## src/rtl/ald_pkg.sv

```systemverilog
package ald_pkg;
  // Clock cycles from a sampled start strobe to its done pulse.
  localparam int unsigned LATENCY = 3;

  typedef enum logic {
    OP_MUL = 1'b0,
    OP_DIV = 1'b1
  } op_e;
endpackage

```

## src/rtl/ald_rst_sync.sv

```systemverilog
module ald_rst_sync #(
  parameter int STAGES = 2
) (
  input  logic clk,
  input  logic rst_n,
  output logic rst_q
);
  logic [STAGES-1:0] chain;

  always_ff @(posedge clk or negedge rst_n) begin
    if (!rst_n) chain <= '0;
    else        chain <= {chain[STAGES-2:0], 1'b1};
  end

  assign rst_q = chain[STAGES-1];
endmodule

```

## src/rtl/ald_log_conv.sv

```systemverilog
module ald_log_conv #(
  parameter int W  = 16,
  parameter int EW = $clog2(W)
) (
  input  logic [W-1:0]  x_i,
  output logic [EW-1:0] k_o,
  output logic [W-2:0]  frac_o,
  output logic          zero_o
);
  logic [W-1:0] norm;

  // Leading-one index, then shift the operand so that one lands on the top bit.
  always_comb begin
    k_o = '0;
    for (int i = 0; i < W; i++) begin
      if (x_i[i]) k_o = EW'(i);
    end
    norm   = x_i << (EW'(W - 1) - k_o);
    frac_o = norm[W-2:0];
    zero_o = (x_i == '0);
  end

  // the normalised operand has its leading one on top and loses no bit.
  always_comb begin
    if (x_i != '0) begin
      p_norm_top_r2: assert (norm[W-1])
        else $error("normalised operand lacks leading one");
      p_norm_lossless_r2: assert ((norm >> (EW'(W - 1) - k_o)) == x_i)
        else $error("normalisation dropped operand bits");
    end
  end
endmodule

```

## src/rtl/ald_combine.sv

```systemverilog
module ald_combine #(
  parameter int W  = 16,
  parameter int EW = $clog2(W)
) (
  input  logic                 div_i,
  input  logic [EW-1:0]        ka_i,
  input  logic [W-2:0]         fa_i,
  input  logic [EW-1:0]        kb_i,
  input  logic [W-2:0]         fb_i,
  output logic signed [EW+1:0] exp_o,
  output logic [W-2:0]         frac_o
);
  logic [W-1:0]         fsum;
  logic [W-1:0]         fdif;
  logic                 carry_gated;
  logic                 borrow;
  logic signed [EW+1:0] sa;
  logic signed [EW+1:0] sb;
  logic signed [EW+1:0] cin;

  always_comb begin
    // Fraction adder and fraction subtractor.
    fsum   = {1'b0, fa_i} + {1'b0, fb_i};
    fdif   = {1'b0, fa_i} - {1'b0, fb_i};
    borrow = fdif[W-1];
    // carry reaches the exponent only when multiplying.
    carry_gated = fsum[W-1] & ~div_i;
    sa = signed'({2'b00, ka_i});
    sb = signed'({2'b00, kb_i});
    cin = '0;
    if (div_i && borrow)  cin = '1;
    else if (carry_gated) cin = (EW+2)'(1);
    // Exponent unit.
    exp_o  = div_i ? (sa - sb + cin) : (sa + sb + cin);
    // on borrow the wrapped difference already equals 1 + m1 - m2.
    frac_o = div_i ? fdif[W-2:0] : fsum[W-2:0];
  end
endmodule

```

## src/rtl/ald_antilog.sv

```systemverilog
module ald_antilog #(
  parameter int W  = 16,
  parameter int EW = $clog2(W),
  parameter int RW = 2 * W
) (
  input  logic                 div_i,
  input  logic signed [EW+1:0] exp_i,
  input  logic [W-2:0]         frac_i,
  output logic [RW-1:0]        res_o
);
  logic [W-1:0]         mant;
  logic signed [EW+1:0] qsh;
  logic [EW+1:0]        rsh;

  always_comb begin
    mant  = {1'b1, frac_i};
    qsh   = exp_i + (EW+2)'(1);
    rsh   = '0;
    res_o = '0;
    if (!div_i) begin
      // Product: leading one at bit exp, W-1 fraction bits truncated.
      res_o = RW'(({{RW{1'b0}}, mant} << $unsigned(exp_i)) >> (W - 1));
    end else if (qsh >= 0) begin
      // Quotient with W fraction bits: scale is 2^(exp+1).
      res_o = {{(RW-W){1'b0}}, mant} << $unsigned(qsh);
    end else begin
      rsh   = $unsigned(-qsh);
      res_o = {{(RW-W){1'b0}}, mant} >> rsh;
    end
  end
endmodule

```

## src/rtl/approx_logmuldiv.sv

```systemverilog
module approx_logmuldiv #(
  parameter int W  = 16,
  parameter int EW = $clog2(W),
  parameter int RW = 2 * W
) (
  input  logic          clk,
  input  logic          rst_n,
  input  logic          start_i,
  input  logic          div_i,
  input  logic [W-1:0]  opa_i,
  input  logic [W-1:0]  opb_i,
  output logic [RW-1:0] result_o,
  output logic          done_o,
  output logic          dz_o
);
  import ald_pkg::*;

  localparam int NOPS = 2;

  logic rst_q;

  logic [NOPS-1:0][W-1:0]  opnd;
  logic [NOPS-1:0][EW-1:0] cv_k;
  logic [NOPS-1:0][W-2:0]  cv_f;
  logic [NOPS-1:0]         cv_z;

  // Stage 1: logarithms of both operands.
  logic                    s1_v, s1_v_n;
  op_e                     s1_op;
  logic [NOPS-1:0][EW-1:0] s1_k;
  logic [NOPS-1:0][W-2:0]  s1_f;
  logic [NOPS-1:0]         s1_z;

  // Stage 2: combined logarithm.
  logic                    cb_div;
  logic signed [EW+1:0]    cb_exp;
  logic [W-2:0]            cb_frac;
  logic                    s2_v, s2_v_n;
  op_e                     s2_op;
  logic signed [EW+1:0]    s2_exp;
  logic [W-2:0]            s2_frac;
  logic                    s2_zero, s2_zero_n;
  logic                    s2_dz, s2_dz_n;

  // Stage 3: antilog and outputs.
  logic [RW-1:0]           al_res;
  logic [RW-1:0]           res_n;

  ald_rst_sync #(.STAGES(2)) i_rst_sync (
    .clk   (clk),
    .rst_n (rst_n),
    .rst_q (rst_q)
  );

  assign opnd[0] = opa_i;
  assign opnd[1] = opb_i;

  for (genvar g = 0; g < NOPS; g++) begin : g_conv
    ald_log_conv #(.W(W), .EW(EW)) i_conv (
      .x_i    (opnd[g]),
      .k_o    (cv_k[g]),
      .frac_o (cv_f[g]),
      .zero_o (cv_z[g])
    );
  end

  assign cb_div = (s1_op == OP_DIV);

  ald_combine #(.W(W), .EW(EW)) i_combine (
    .div_i  (cb_div),
    .ka_i   (s1_k[0]),
    .fa_i   (s1_f[0]),
    .kb_i   (s1_k[1]),
    .fb_i   (s1_f[1]),
    .exp_o  (cb_exp),
    .frac_o (cb_frac)
  );

  ald_antilog #(.W(W), .EW(EW), .RW(RW)) i_antilog (
    .div_i  (s2_op == OP_DIV),
    .exp_i  (s2_exp),
    .frac_i (s2_frac),
    .res_o  (al_res)
  );

  // Next-state logic.
  always_comb begin
    s1_v_n    = start_i;
    s2_v_n    = s1_v;
    s2_zero_n = s1_z[0] | s1_z[1];
    s2_dz_n   = cb_div & s1_z[1];
    res_n     = s2_zero ? '0 : al_res;
  end

  // Registers with explicit clock enables.
  always_ff @(posedge clk or negedge rst_q) begin
    if (!rst_q) begin
      s1_v     <= 1'b0;
      s1_op    <= OP_MUL;
      s1_k     <= '0;
      s1_f     <= '0;
      s1_z     <= '0;
      s2_v     <= 1'b0;
      s2_op    <= OP_MUL;
      s2_exp   <= '0;
      s2_frac  <= '0;
      s2_zero  <= 1'b0;
      s2_dz    <= 1'b0;
      done_o   <= 1'b0;
      result_o <= '0;
      dz_o     <= 1'b0;
    end else begin
      s1_v   <= s1_v_n;
      s2_v   <= s2_v_n;
      done_o <= s2_v;
      if (start_i) begin
        s1_op <= op_e'(div_i);
        s1_k  <= cv_k;
        s1_f  <= cv_f;
        s1_z  <= cv_z;
      end
      if (s1_v) begin
        s2_op   <= s1_op;
        s2_exp  <= cb_exp;
        s2_frac <= cb_frac;
        s2_zero <= s2_zero_n;
        s2_dz   <= s2_dz_n;
      end
      if (s2_v) begin
        result_o <= res_n;
        dz_o     <= s2_dz;
      end
    end
  end

  // each start gives exactly one done pulse, LATENCY cycles later.
  p_done_latency_r10: assert property (@(posedge clk) disable iff (!rst_q)
    done_o == $past(start_i, 3))
    else $error("done pulse not aligned to start");

  // a divide-by-zero result reads as zero.
  p_dz_zero_result_r7: assert property (@(posedge clk) disable iff (!rst_q)
    dz_o |-> (result_o == '0))
    else $error("nonzero result with divide-by-zero flag");

  // the flag reports exactly a zero divisor in divide mode.
  p_dz_source_r7: assert property (@(posedge clk) disable iff (!rst_q)
    done_o |-> (dz_o == ($past(div_i, 3) && ($past(opb_i, 3) == '0))))
    else $error("divide-by-zero flag mismatch");

  // the approximate product never exceeds the exact product.
  p_mul_no_overshoot_r9: assert property (@(posedge clk) disable iff (!rst_q)
    (done_o && !$past(div_i, 3)) |->
      (result_o <= ({{(RW-W){1'b0}}, $past(opa_i, 3)} * {{(RW-W){1'b0}}, $past(opb_i, 3)})))
    else $error("approximate product above exact product");
endmodule

```

## config.mk

```make
export PLATFORM = sky130hd
export DESIGN_NAME = approx_logmuldiv
export DESIGN_NICKNAME = d
export VERILOG_FILES = /design/src/rtl/ald_pkg.sv /design/src/rtl/ald_rst_sync.sv /design/src/rtl/ald_log_conv.sv /design/src/rtl/ald_combine.sv /design/src/rtl/ald_antilog.sv /design/src/rtl/approx_logmuldiv.sv
export SDC_FILE = /design/constraint.sdc
export NUM_CORES = 1
export LEC_CHECK = 0
export ABC_AREA = 1
export CAP_MARGIN = 10
export CORE_MARGIN = 3
export CORE_UTILIZATION = 40
export DETAILED_ROUTE_END_ITERATION = 7
export PLACE_DENSITY_LB_ADDON = 0.12
export REMOVE_ABC_BUFFERS = 1
export SETUP_SLACK_MARGIN = 0.1
export SLEW_MARGIN = 30
export SYNTH_ARGS = -nofsm -noshare
export SYNTH_HDL_FRONTEND = slang
export SYNTH_HIERARCHICAL = 1
export SYNTH_SLANG_ARGS = --single-unit
```

## constraint.sdc

```tcl
create_clock -name clk -period 3.3 [get_ports clk]
set_input_delay 0.33 -clock clk [delete_from_list [all_inputs] [get_ports clk]]
set_output_delay 0.33 -clock clk [all_outputs]
set_load 0.03 [all_outputs]
```

==> metrics.yaml <==
drive_above_1_share_pct: 9.227
min_period_ps: 2900
synth_warnings: 6
finish.utilization_pct: 45.34
fin_hold_ws_ps: 128.7
ys_async_sr_fraction_pct: 100.0
end_kind: "register"
synth.top_cell.area_share_pct: 22.80
core-area_mm2: 0.02809
regArea_mm2: 0.002581
htree_levels: 3
finalClockSkew_ps: 14.42
power_frac_seq_pct: 17.1
hold_path.class: "in -> async"
synth_seq_area_share_pct: 22.33
synthCells: 1900
path_clk_slew_ps: 70
synth_area_mm2: 0.01154
fin_area_mm2: 0.01273
cts.path.max_buffers: 2
ant_nets: 0
vdd_ir_drop_max_mv: 0.3512
nNetsFinal: 2022
fill_cells: 3091
p_int_mw: 4.718
dr.pass1.iters: 5
ys.flop_type: "dfrtp_1"
cts_made_buffers: 9
ys_types: 59
clkLatencyLatePin_ps: 370
die_y_um: 175.9
multi_input_area_mm2: 0.007367
floorplan.initialDensity_pct: 41.09
syn_to_final_growth_pct: 10.33
max_slew_margin_pct: 36.47
tightestPinTransition_ps: 952.9
diodes: 0
wire_per_inst_um: 15.75
numClockSinks: 103
place_ws_ps: 393.3
syn_area_per_cell_um2: 6.074
cts_tree: "done"
fin_crit_sh_pct: 87.88
grt-busiest-layer: "met2"
hold_violations: 0
placedInstanceArea_mm2: 0.01239
critPathMaxFanout: 8
grt_pass1_wl_mm: 59.86
layout_commonest_cell: "nand2_1"
pwr-share-comb_pct: 71.2
routed_wl_mm: 36.50
tns_ps: 0
viasPerCell: 5.187
ctsHoldBuffers: 0
met3_usage_pct: 2.443
die_w_um: 175.9
power.density_mw_per_mm2: 850.8
drc: 0
grt_overflow: 0
gp_congestion: 1.006
p_leak_nw: 6.739
io-pin-count: 70
grt_pass1_vias: 11560
crit_required_ps: 3550
drv_cap: 0
synth-seq-cells: 103
setup_violations: 0
root_buffer: "clkbuf_16"
port_buffers: 69
drt_iter0_markers: 687
fp.dieArea_mm2: 0.03093
rsz0062_at_grt: "false"
clock_power_share_pct: 11.6
drv_slew: 0
yosysTopAreaCell: "nand2_1"
crit_path_start_kind: "register"
switchingPower_mw: 6.117
worst_slack_ps: 399.9
use_met2_pct: 41.77
synth.area.top_cells: "nand2_1 (23%), dfrtp_1 (22%), nand3_1 (9.4%), inv_1 (7.6%), ha_1 (5.0%)"
rows: 61
grt_start_max_net_pins: 102
via_count: 12020
arrival_ps: 3150
max_freq_ghz: 0.3448
criticalPathCategory: "reg -> reg"
status: "completed"
layout_common_cells: "nand2_1 (701), inv_1 (232), nand3_1 (217), o21ai_0 (114), dfrtp_1 (102)"
synth-edff-count: 0
antenna_found_initial: 0
p_sw_share_pct: 56.46
total_power_mw: 10.83
instances_no_fill: 2318
gr-usage-all-layers_pct: 23.82
hpwl_mm: 29.20
grtUsageMet1_pct: 30.14
placedCellCount: 2302
flip-flops by register name, summed over array words and instances (netlist names):
name / flops
s2_zero: 1
s2_dz: 1
result_o: 32
s2_op: 1
s1_z: 2
s1_k: 8
done_o: 1
s1_f: 30
s2_frac: 15
s2_exp: 6
s2_v: 1
i_rst_sync/chain: 2
dz_o: 1
s1_v: 1
cb_div: 1
area by class of cell:
class	count	share of cell area, %
Clock buffer	9	1.769
Sequential cell	103	20.27
Inverter	254	7.586
Timing Repair Buffer	110	7.920
Multi-Input combinational cell	1457	57.86
Clock inverter	7	0.8843
Tap cell	378	3.714
power groups by stage:
stage	registers [mW]	logic (mW)	clock network, mW
2_1_floorplan	2.23	4.62	0
3_3_place_gp	1.87	7.66	0
3_5_place_dp	1.88	7.60	0
4_1_cts	1.86	7.62	1.30
5_1_grt	1.91	8.57	1.34
6_report	1.86	7.72	1.26
Yosys cell counts (3+ instances only):
library cell  number
fa_1               5
o21ai_2           34
o21ai_1           23
or2_2              4
buf_4             14
o21bai_1           3
o211ai_1           9
inv_2             17
xor2_1            14
nand2_4           10
buf_1              3
buf_2             19
nor2_1            97
clkbuf_1          19
inv_4              3
nand3_1          217
inv_1            233
nor2_2             5
nand2_2           16
nand4_1           17
nand2_1          701
a31oi_1            4
a21oi_1           42
nor2_4             4
nor3_1            14
a22oi_1            6
a21oi_2            5
nand3_2           10
o221ai_1           6
buf_6             28
mux2i_1            7
dfrtp_1          103
o22ai_1           11
ha_1              46
o21ai_0          114
and2_1             5
worst max-delay path: stages (launching register included):
cell and delay, ps:
dfrtp_1 410, ha_1 470, inv_1 130, a21oi_1 190
o21ai_0 130, a21oi_1 150, nand2_1 90, nand2_1 70
nand2_1 60, ha_1 230, fa_1 470, nand3_1 90
nand3_1 80, xor2_1 140, nand2_1 50, nand2_1 40
timing repair:
action | CTS | global route
resized for setup | 0 | 2
endpoints found under the setup margin | 0 | 1
buffers inserted | 0 | 0
path summary, 6_finish.rpt:
kind | slack (ps) | end | cells past startpoint | startpoint
max | 400 | s2_exp[4] | 15 | s1_f[12]
min | 130 | i_rst_sync/chain[1] | 1 | rst_n
max reg2reg | 400 | s2_exp[4] | 15 | s1_f[12]
min reg2reg | 360 | i_rst_sync/chain[1] | 0 | i_rst_sync/chain[0]
max in group asynchronous | 2500 | s1_f[10] | 1 | i_rst_sync/chain[1]
min in group clk | 360 | i_rst_sync/chain[1] | 0 | i_rst_sync/chain[0]
metal layers:
metal  part of all wire, %  wire length, µm
met4                   3.6             1312
met3                   4.0             1472
met5                     0                0
met2                    49            17820
met1                    44            15900
cells by family (layout without fill, tap and decap cells):
logic type	after synthesis	after routing	synth area share, %
AOI/OAI and AO/OA	269	269	14.14
xor gates and xnor gates	16	16	1.279
adders and majority gates	51	51	5.854
buffers and inverters	340	380	13.88
DFF	103	103	22.33
muxes	7	7	0.6071
other	1	1	0.03249
and+or+nand+nor	1113	1113	41.88
Note: power is estimated with default switching activity, not from simulation.
